==> src/rtl/dual_bank_divctl.sv <==
module dual_bank_divctl #(
  parameter int SRC_W = 3,
  parameter int PDIV_W = 4,
  parameter int MN_W = 8,
  parameter bit SHARED_MODE = 1'b0,
  parameter logic [(1<<SRC_W)-1:0] BANK0_SRC_OK = '1,
  parameter logic [(1<<SRC_W)-1:0] BANK1_SRC_OK = '1
) (
  input  logic              clk,
  input  logic              rst_n,
  input  logic              out_en,
  input  logic              req_valid,
  input  logic [SRC_W-1:0]  req_src,
  input  logic [PDIV_W-1:0] req_pdiv,
  input  logic [MN_W-1:0]   req_m,
  input  logic [MN_W-1:0]   req_n,
  output logic              busy,
  output logic              req_err,
  output logic              bank_sel,
  output logic [1:0]        mn_rst,
  output logic [SRC_W-1:0]  cur_src,
  output logic [PDIV_W-1:0] cur_pdiv,
  output logic [MN_W-1:0]   cur_m,
  output logic [MN_W-1:0]   cur_n,
  output logic [1:0]        cur_mode
);

  typedef enum logic [2:0] {
    ST_IDLE, ST_RST, ST_M, ST_N, ST_MODE, ST_REL, ST_PS, ST_SWAP
  } step_t;

  step_t st;
  logic tgt, swap_pend;
  logic [SRC_W-1:0]  l_src;
  logic [PDIV_W-1:0] l_pd;
  logic [MN_W-1:0]   l_m, l_n;

  logic [SRC_W-1:0]  src_r [2];
  logic [PDIV_W-1:0] pd_r  [2];
  logic [MN_W-1:0]   m_r   [2];
  logic [MN_W-1:0]   n_r   [2];

  wire nxt_tgt = out_en ? ~bank_sel : bank_sel;
  wire src_ok  = nxt_tgt ? BANK1_SRC_OK[req_src] : BANK0_SRC_OK[req_src];
  wire accept  = req_valid && (st == ST_IDLE) && src_ok;
  wire [1:0] mode_code = (l_n != '0) ? 2'b10 : 2'b00;

  assign busy     = (st != ST_IDLE);
  assign cur_src  = src_r[bank_sel];
  assign cur_pdiv = pd_r[bank_sel];
  assign cur_m    = m_r[bank_sel];
  assign cur_n    = n_r[bank_sel];

  always_ff @(posedge clk or negedge rst_n) begin
    if (!rst_n) begin
      st        <= ST_IDLE;
      tgt       <= 1'b0;
      swap_pend <= 1'b0;
      l_src     <= '0;
      l_pd      <= '0;
      l_m       <= '0;
      l_n       <= '0;
      bank_sel  <= 1'b0;
      mn_rst    <= 2'b00;
      req_err   <= 1'b0;
      for (int b = 0; b < 2; b++) begin
        src_r[b] <= '0;
        pd_r[b]  <= '0;
        m_r[b]   <= '0;
        n_r[b]   <= '0;
      end
    end else begin
      req_err <= req_valid && !accept;
      case (st)
        ST_IDLE: if (accept) begin
          tgt       <= nxt_tgt;
          swap_pend <= out_en;
          l_src     <= req_src;
          l_pd      <= req_pdiv;
          l_m       <= req_m;
          l_n       <= req_n;
          st        <= ST_RST;
        end
        ST_RST: begin
          mn_rst[tgt] <= 1'b1;
          st          <= ST_M;
        end
        ST_M: begin
          m_r[tgt] <= (l_n != '0) ? l_m : '0;
          st       <= ST_N;
        end
        ST_N: begin
          n_r[tgt] <= l_n;
          st       <= ST_MODE;
        end
        ST_MODE: st <= ST_REL;
        ST_REL: begin
          mn_rst[tgt] <= 1'b0;
          st          <= ST_PS;
        end
        ST_PS: begin
          pd_r[tgt]  <= l_pd;
          src_r[tgt] <= l_src;
          st         <= swap_pend ? ST_SWAP : ST_IDLE;
        end
        default: begin
          bank_sel <= ~bank_sel;
          st       <= ST_IDLE;
        end
      endcase
    end
  end

  generate
    if (SHARED_MODE) begin : g_shared_mode
      logic [1:0] mode_sh;
      always_ff @(posedge clk or negedge rst_n) begin
        if (!rst_n) mode_sh <= 2'b00;
        else if (st == ST_MODE) mode_sh <= mode_code;
      end
      assign cur_mode = mode_sh;
    end else begin : g_bank_mode
      logic [1:0] mode_b [2];
      always_ff @(posedge clk or negedge rst_n) begin
        if (!rst_n) begin
          mode_b[0] <= 2'b00;
          mode_b[1] <= 2'b00;
        end else if (st == ST_MODE) begin
          mode_b[tgt] <= mode_code;
        end
      end
      assign cur_mode = mode_b[bank_sel];
    end
  endgenerate

endmodule

==> config.mk <==
export PLATFORM = sky130hd
export DESIGN_NAME = dual_bank_divctl
export DESIGN_NICKNAME = d
export VERILOG_FILES = /design/src/rtl/dual_bank_divctl.sv
export SDC_FILE = /design/constraint.sdc
export NUM_CORES = 1
export LEC_CHECK = 0
export BUFFER_PORTS_ARGS = -buffer_cell sky130_fd_sc_hd__buf_2
export CAP_MARGIN = 30
export CORE_AREA = 2 2 157 82
export CTS_CLUSTER_DIAMETER = 100
export DETAILED_ROUTE_END_ITERATION = 10
export DIE_AREA = 0 0 159 84
export PLACE_DENSITY = 0.49
export SYNTH_ARGS = -nofsm -noshare
export SYNTH_HDL_FRONTEND = slang
export SYNTH_SLANG_ARGS = --single-unit
==> constraint.sdc <==
create_clock -name clk -period 1.93 [get_ports clk]
set_input_delay 0.386 -clock clk [delete_from_list [all_inputs] [get_ports clk]]
set_output_delay 0.386 -clock clk [all_outputs]
set_load 0.005 [all_outputs]
==> results of run 1 <==
-- per-layer routing --
metal  global-route usage (%)  share of wire, %
met5                        0                 0
met1                    19.25                56
met2                    16.09                38
met4                    4.711               1.2
met3                    4.719               5.3
-- path summary, 6_finish.rpt --
kind | endpoint | start
max | busy | st[2]
max reg2reg | l_pd[3] | st[2]
min reg2reg | flip-flop | flip-flop
max in group asynchronous | m_r[11] | rst_n
min in group asynchronous | l_n[1] | rst_n
min | l_src[0] | req_src[0]
-- power groups by stage --
| stage | Sequential, mW | Combinational (mW) | Clock, mW |
|---|---|---|---|
| 2_1_floorplan | 2.84 | 2.03 | 0 |
| 3_3_place_gp | 3.12 | 2.71 | 0 |
| 3_5_place_dp | 3.15 | 2.76 | 0 |
| 4_1_cts | 3.13 | 2.77 | 1.95 |
| 5_1_grt | 3.27 | 3.00 | 2.01 |
| 6_report | 3.13 | 2.70 | 1.90 |
-- repair_timing --
action                     CTS  global route
resized for setup            0             1
hold endpoints to repair    27             0
hold buffers                 1             0
setup endpoints to repair    0             1
-- logic make-up after synthesis --
group | Yosys count | share of synthesized area, %
flops | 80 | 56.68
mux | 77 | 25.61
simple gates | 61 | 9.600
compound gates | 27 | 4.038
buf+inv | 19 | 3.471
xor+xnor | 2 | 0.4960
other cells | 1 | 0.1062
-- placed cells by master (no fill, tap or decap), types with 3 or more instances in the layout --
cell type  netlist  routed
dfrtp_1         80      79
mux2_2          61      61
buf_2            5      54
nand2_1         36      36
buf_4            2      14
o21ai_0         12      12
mux2_4          10      10
o21ai_1          9       9
clkbuf_16        0       9
mux2_1           6       6
nor2_1           3       3
a21oi_1          3       3
clkbuf_8         0       3
-- cell type report --
cell class | count | area (um2)
fill | 1213 | 7805
sequential | 80 | 2003
multi-input combinational | 168 | 1408
timing repair buffer | 71 | 425.4
clock buffer | 14 | 274.0
tap | 170 | 212.7
clock inverter | 2 | 60.06
inverter | 1 | 3.754
-- worst register-to-register path: cells and delay by family (launching register included) --
kind	cells	cell delay, ps
and+or+nand+nor	1	350
DFF	1	530
buffers and inverters	1	320
muxes	1	380
-- flip-flops by register name (all words and copies together) (netlist names), named ones only --
name                count
swap_pend               1
req_err                 1
src_r                   6
n_r                    16
bank_sel                1
pd_r                    8
l_pd                    4
l_m                     8
g_bank_mode.mode_b      2
l_src                   3
l_n                     8
tgt                     1
m_r                    16
st                      3
-- through the flow --
step / hold WS, ps / total power [mW] / cells / setup slack, ps / instance area [um2]
after floorplan: 90.41 / 4.867 / 267 / 270.7 / 3532
after global placement: 343.3 / 5.835 / 489 / 249.5 / 4041
after detailed placement: 342.3 / 5.909 / 489 / 224.3 / 4041
after CTS: 256.5 / 7.847 / 506 / 53.59 / 4385
after global routing: 261.9 / 8.281 / 506 / 9.876 / 4387
final: 266.6 / 7.730 / 506 / 100.7 / 4387
==> impl_metrics.ini, run 1 <==
[logic_synthesis]
synth_area_um2 = 3532
synthCells = 267
syn_nets = 294
synth_seq_cells = 80
yosysMostFrequentCell = dfrtp_1
yosysTopAreaCell = dfrtp_1
syn_area_per_cell_um2 = 13.23
ys_types = 38
synth_edf_count = 0
synthArstFlopShare_pct = 100.0
synth_top_cell_area_share_pct = 56.68
synth_area_leaders = dfrtp_1 57%, mux2_2 19%, mux2_4 4.3%, nand2_1 3.8%, mux2_1 1.9%
synthTopCellsByCount = 80 x dfrtp_1, 61 x mux2_2, 36 x nand2_1
synth_flop_cell = dfrtp_1
yosysWarnings = 0
yosysSeqAreaShare_pct = 56.68

[setup_path]
cp_slowest_cell = dfrtp_1
reg2regPathDepth = 3
cp.depth = 2
path_cells = or3_1 -> buf_2
path_max_fanout = 12
worst-path-buf-inv = 1
arrival_ps = 1440
cp-start-kind = flip-flop
worstPathRequired_ps = 1540
endpoint_kind = output port
worst-r2r-setup-slack_ps = 230
path_delay_family = flip-flops
crit_type = flip-flop to output port
max_stage_delay_ps = 530

[clock_tree]
htree_levels = 3
postCtsSetupBuffers = 0
clkSinkCount = 80
cts_buffers = 9
clk_latency_ps = 340
path_clk_slew_ps = 60
clockBufferDepth = 2
cts_tree = yes
root_buffer = clkbuf_16

[pwr]
p_clk_share_pct = 24.6
power_leakage_nw = 1.980
internal-power_mw = 5.336
sw_frac_of_total_pct = 30.96
power_frac_seq_pct = 40.5
power_density_nw_per_um2 = 1762
vdd_ir_drop_max_v = 0.0005045
p_sw_mw = 2.394
combPwrFrac_pct = 35.0

[sta]
clock_skew_ps = 5.390
period_share_pct = 94.78
setup_viol = 0
rsz0062_at_grt = false
period_minus_slack_ps = 1829
fmax_mhz = 546.7
finalHoldViolCount = 0
fin_setup_tns_ps = 0
timing.final.max_slew_violations = 0

[outcome]
status = complete, no violations

[global_routing]
grt_pass1_vias = 2235
overflow = 0
grt_pass1_wl_mm = 12.79
antenna_found_initial = 0
track_usage_pct = 12.74
grt_start_max_net_pins = 43

[route]
drtIter0Drc = 111
drc = 0
routed-via-count = 2197
routed_wl_mm = 7.818
wire_per_inst_um = 15.45
dr.pass1.iters = 4
ant_nets = 0
viasPerCell = 4.342

[floorplan]
die_width_um = 159
die-area_um2 = 13360
floorplan.initialDensity_pct = 28.97
core_region_area_um2 = 12190
ios = 57
die_y_um = 84
rows = 29

[run]
cap_violations = 0

[finish]
area_growth_syn_to_layout_pct = 24.19
drive_gt1_share_pct = 47.62
final_util_pct = 35.98
n_antenna_cell = 0
nets = 358

[placement]
hpwlAfterDp_mm = 5.522
portBuffers = 55
gp_congestion = 0.6883

[min_path]
min_path_cells = 2
min_path_type = input pin to flip-flop
Power figures use the tool's default switching activity.
==> run 2: changes to the inputs <==
PLACE_DENSITY = 0.51   (was 0.49)
clock period = 1.6 ns   (was 1.93 ns; I/O delays follow)
==> run 2 against run 1 <==
  * The run now ends with setup timing left
  * Routed wire length rose by 7.1%
  * Non-clock buffer count rose by 20
  * Clock skew rose by 1.8 ps
  * Combinational power rose by 75%
  * Largest power group is now combinational cells
==> impl_metrics.ini, run 2 (same netlist as run 1, synthesis figures left out) <==
[route]
routed_wl_mm = 8.371
routed-via-count = 2298
ant_nets = 0
drtIter0Drc = 102
viasPerCell = 4.369
drc = 0
dr.pass1.iters = 4
wire_per_inst_um = 15.91

[pwr]
internal-power_mw = 7.454
vdd_ir_drop_max_v = 0.0007263
sw_frac_of_total_pct = 30.18
power_frac_seq_pct = 34.8
p_sw_mw = 3.222
power_density_nw_per_um2 = 2179
power_leakage_nw = 2.250
p_total_mw = 10.68
p_clk_share_pct = 20.9
combPwrFrac_pct = 44.3

[floorplan]
rows = 29
die_width_um = 159
ios = 57
core_region_area_um2 = 12190
floorplan.initialDensity_pct = 28.97
die-area_um2 = 13360
die_y_um = 84

[placement]
placed_cells = 496
dp_slack_ps = 55.94
portBuffers = 55
gp_congestion = 0.7239
place_area_um2 = 4141
hpwlAfterDp_mm = 5.526

[finish]
multi_input_area_um2 = 1546
area_growth_syn_to_layout_pct = 38.68
reg.largest.list = m_r (16), n_r (16)
layout_commonest_cell = dfrtp_1
final_util_pct = 40.18
drive_gt1_share_pct = 54.78
n_antenna_cell = 0
seqCellArea_um2 = 2004
nets = 378
most-common-layout-cells = 78 x dfrtp_1, 41 x mux2_4, 38 x buf_2
finalNonFillerCells = 526
nFillCells = 1158
stdcell_area_um2 = 4898

[sta]
timing.hold.ws_ps = 210.1
period_minus_slack_ps = 1745
clock_skew_ps = 7.170
setup_viol = 32
finalHoldViolCount = 0
timing.final.ws_setup_ps = -144.5
rsz0062_at_grt = true
fmax_mhz = 573.2
period_share_pct = 109.0
timing.final.max_slew_violations = 0
fin_setup_tns_ps = -3068

[setup_path]
endpoint_kind = output port
arrival_ps = 1420
cp-start-kind = flip-flop
crit_start = bank_sel
path_max_fanout = 11
worstPathRequired_ps = 1280
crit_type = flip-flop to output port
r2r-start = st[2]

[clock_tree]
cts_buffers = 9
htree_levels = 3
clkSinkCount = 80
root_buffer = clkbuf_16
clockBufferDepth = 2
cts_tree = yes
path_clk_slew_ps = 60
clk_latency_ps = 330

[global_routing]
grt_pass1_wl_mm = 13.38
grt_start_max_net_pins = 45
overflow = 0
grt_pass1_vias = 2425
track_usage_pct = 12.89
antenna_found_initial = 0

[outcome]
status = complete, but fails checks
violations = setup timing

[min_path]
min-delay-start = req_m[0]
min_path_type = input pin to flip-flop

[run]
cap_violations = 0
## run 2: cell types whose count changed in the layout (fill, tap and decap cells not counted), sizes merged
cell and delta:
buf +18, clkbuf -2, clkinv +2, clkinvlp +1, inv +1
## run 2: cell type report
cell class | instances | area share, %
repair buffers | 91 | 16.37
clock buffers | 10 | 4.879
inverters | 1 | 0.07663
multi-input cells | 168 | 31.57
clock inverters | 6 | 1.839
flip-flops and latches | 80 | 40.92
well taps | 170 | 4.342
## run 2: power by group through the flow
stage / Clock [mW] / Combinational, mW / Sequential (mW)
2_1_floorplan: 0 / 2.53 / 3.43
3_3_place_gp: 0 / 3.51 / 3.67
3_5_place_dp: 0 / 3.58 / 3.72
4_1_cts: 2.29 / 4.42 / 3.70
5_1_grt: 2.39 / 5.14 / 3.86
6_report: 2.24 / 4.73 / 3.71
## run 2: final timing paths
check                                 to  slack (ps)  cells after the start
worst max-delay path            cur_m[3]        -140                      3
worst min-delay path              l_m[0]         210                      2
worst max register to register  l_src[0]         -10                      5
worst min register to register   m_r[13]         480                      2
max in group asynchronous          st[2]         620                      3
min in group asynchronous        l_pd[0]         430                      2
## run 2: repair_timing
item                                   4_1_cts  5_1_grt
gates resized for setup                     45       25
endpoints found under the hold margin       21        0
pin swaps                                    1        3
gates cloned                                 0        3
setup buffers                                4        6
setup endpoints to repair                   25       63
hold buffers                                 1        0
## run 2: routing by layer
layer	up-vias	share of wire, %	global-route usage (%)
met5	-	0	0
met4	0	0.57	2.727
met3	6	4.9	4.570
met2	48	39	17.08
met1	1141	56	19.74
li1	1103	-	-
## run 2: worst max-delay path, stage by stage (launching register included)
cell	delay, ps
dfrtp_1	420
buf_8	180
mux2_2	360
buf_2	130
==> run 3: changes to the inputs <==
RECOVER_POWER = 50   (was not set)
SLEW_MARGIN = 20   (was not set)
==> run 3 against run 2 <==
  * The flow still finishes with violations (setup timing)
  * Sequential power hardly changed
  * Count of clock-buffer cells in the layout stayed put
  * Flip-flop and latch count stayed put
  * First-iteration DRC count is 2.0% higher
  * Highest routed layer unchanged
  * Sequential share of layout area is 0.12 points higher
  * Routed wire length is 0.17% lower
  * Via count is 0.26% higher
==> impl_metrics.ini, run 3 (same netlist as run 1, synthesis figures left out) <==
[finish]
drive_gt1_share_pct = 54.78
n_antenna_cell = 0
finalNonFillerCells = 526
layout_commonest_cell = dfrtp_1
most-common-layout-cells = 78 x dfrtp_1, 41 x mux2_4, 38 x buf_2
area_growth_syn_to_layout_pct = 38.29
reg.largest.list = m_r (16), n_r (16)
final_util_pct = 40.07
nets = 378

[sta]
period_minus_slack_ps = 1744
finalHoldViolCount = 0
max_slew_margin_pct = 60.83
setup_viol = 32
timing.final.ws_setup_ps = -144.1
max_slew.worst_pin.slew_ps = 587.6
timing.final.max_slew_violations = 0
period_share_pct = 109.0
rsz0062_at_grt = true
clock_skew_ps = 6.780
timing.hold.ws_ps = 210.2
fmax_mhz = 573.4

[clock_tree]
cts_tree = yes
clockBufferDepth = 2
htree_levels = 3
cts_buffers = 9
clk_latency_ps = 330
clkSinkCount = 80
root_buffer = clkbuf_16
path_clk_slew_ps = 60

[placement]
placed_cells = 496
gp_congestion = 0.7239
portBuffers = 55
hpwlAfterDp_mm = 5.526

[setup_path]
worstPathRequired_ps = 1280
arrival_ps = 1420
crit_type = flip-flop to output port
endpoint_kind = output port
cp-start-kind = flip-flop
path_max_fanout = 11

[floorplan]
die_y_um = 84
die_width_um = 159
ios = 57
rows = 29
floorplan.initialDensity_pct = 28.97
core_region_area_um2 = 12190
die-area_um2 = 13360

[pwr]
p_total_mw = 10.67
vdd_ir_drop_max_v = 0.0007270
power_leakage_nw = 2.246
power_density_nw_per_um2 = 2185

[min_path]
min_path_type = input pin to flip-flop

[route]
viasPerCell = 4.380
drtIter0Drc = 104
routed-via-count = 2304
routed_wl_mm = 8.357
ant_nets = 0
dr.pass1.iters = 5
drc = 0
wire_per_inst_um = 15.89

[global_routing]
antenna_found_initial = 0
overflow = 0
track_usage_pct = 12.89
grt_pass1_wl_mm = 13.38
grt_pass1_vias = 2425
grt_start_max_net_pins = 45

[run]
cap_violations = 0

[outcome]
violations = setup timing
status = complete, but fails checks
[run 3: cell count changes in the layout (fill, tap and decap cells not counted)]
| cell | delta |
|---|---|
| clkbuf_2 | +2 |
| buf_4 | -2 |
| buf_6 | +1 |
| buf_12 | -1 |
[run 3: layer usage]
layer | part of all wire, % | global-route usage [%]
met5 | 0 | 0
met4 | 0.57 | 2.727
met3 | 5.0 | 4.570
met2 | 39 | 17.08
met1 | 56 | 19.74
[run 3: worst paths after layout]
kind / from / cells after the start / slack (ps) / end
worst max register to register: st[2] / 5 / -20 / l_src[0]
worst min-delay path: req_m[0] / 2 / 210 / l_m[0]
worst min register to register: m_r[13] / 2 / 480 / m_r[13]
min in group asynchronous: rst_n / 2 / 530 / l_pd[0]
max in group asynchronous: rst_n / 3 / 260 / st[2]
worst max-delay path: bank_sel / 3 / -140 / cur_m[3]
[run 3: power by group]
part | total [mW] | leakage (nW) | switching, mW | internal (mW)
Sequential | 3.71 | 0.970 | 0.690 | 3.02
Clock | 2.24 | 0.159 | 0.823 | 1.41
Combinational | 4.72 | 1.12 | 1.71 | 3.02
[run 3: cell type report]
class / count / area, um2
fill: 1161 / 7307
sequential: 80 / 2004
multi-input combinational: 168 / 1546
timing repair buffer: 91 / 788.3
clock buffer: 10 / 239.0
tap: 170 / 212.7
clock inverter: 6 / 90.09
inverter: 1 / 3.754
[run 3: timing repair]
action                                  in CTS  in global routing
setup buffers                                4                  6
hold buffers                                 1                  0
endpoints found under the setup margin      25                 63
resized for setup                           45                 25
gates cloned                                 0                  3
endpoints found under the hold margin       21                  0
pin swaps                                    1                  3
[run 3: stage by stage]
stage,instance area [um2],setup slack (ps),setup TNS [ps]
finish,4885,-144.1,-3103
global route,4885,-206.4,-5223
CTS,4720,-157.7,-3303
detailed placement,4141,55.94,0
global placement,4141,65.07,0
floorplan,3555,-58.87,-806.0
[run 3: worst max-delay path: stages, from the launching register on]
cell and delay (ps):
dfrtp_1 420, buf_8 180, mux2_2 360, buf_2 130
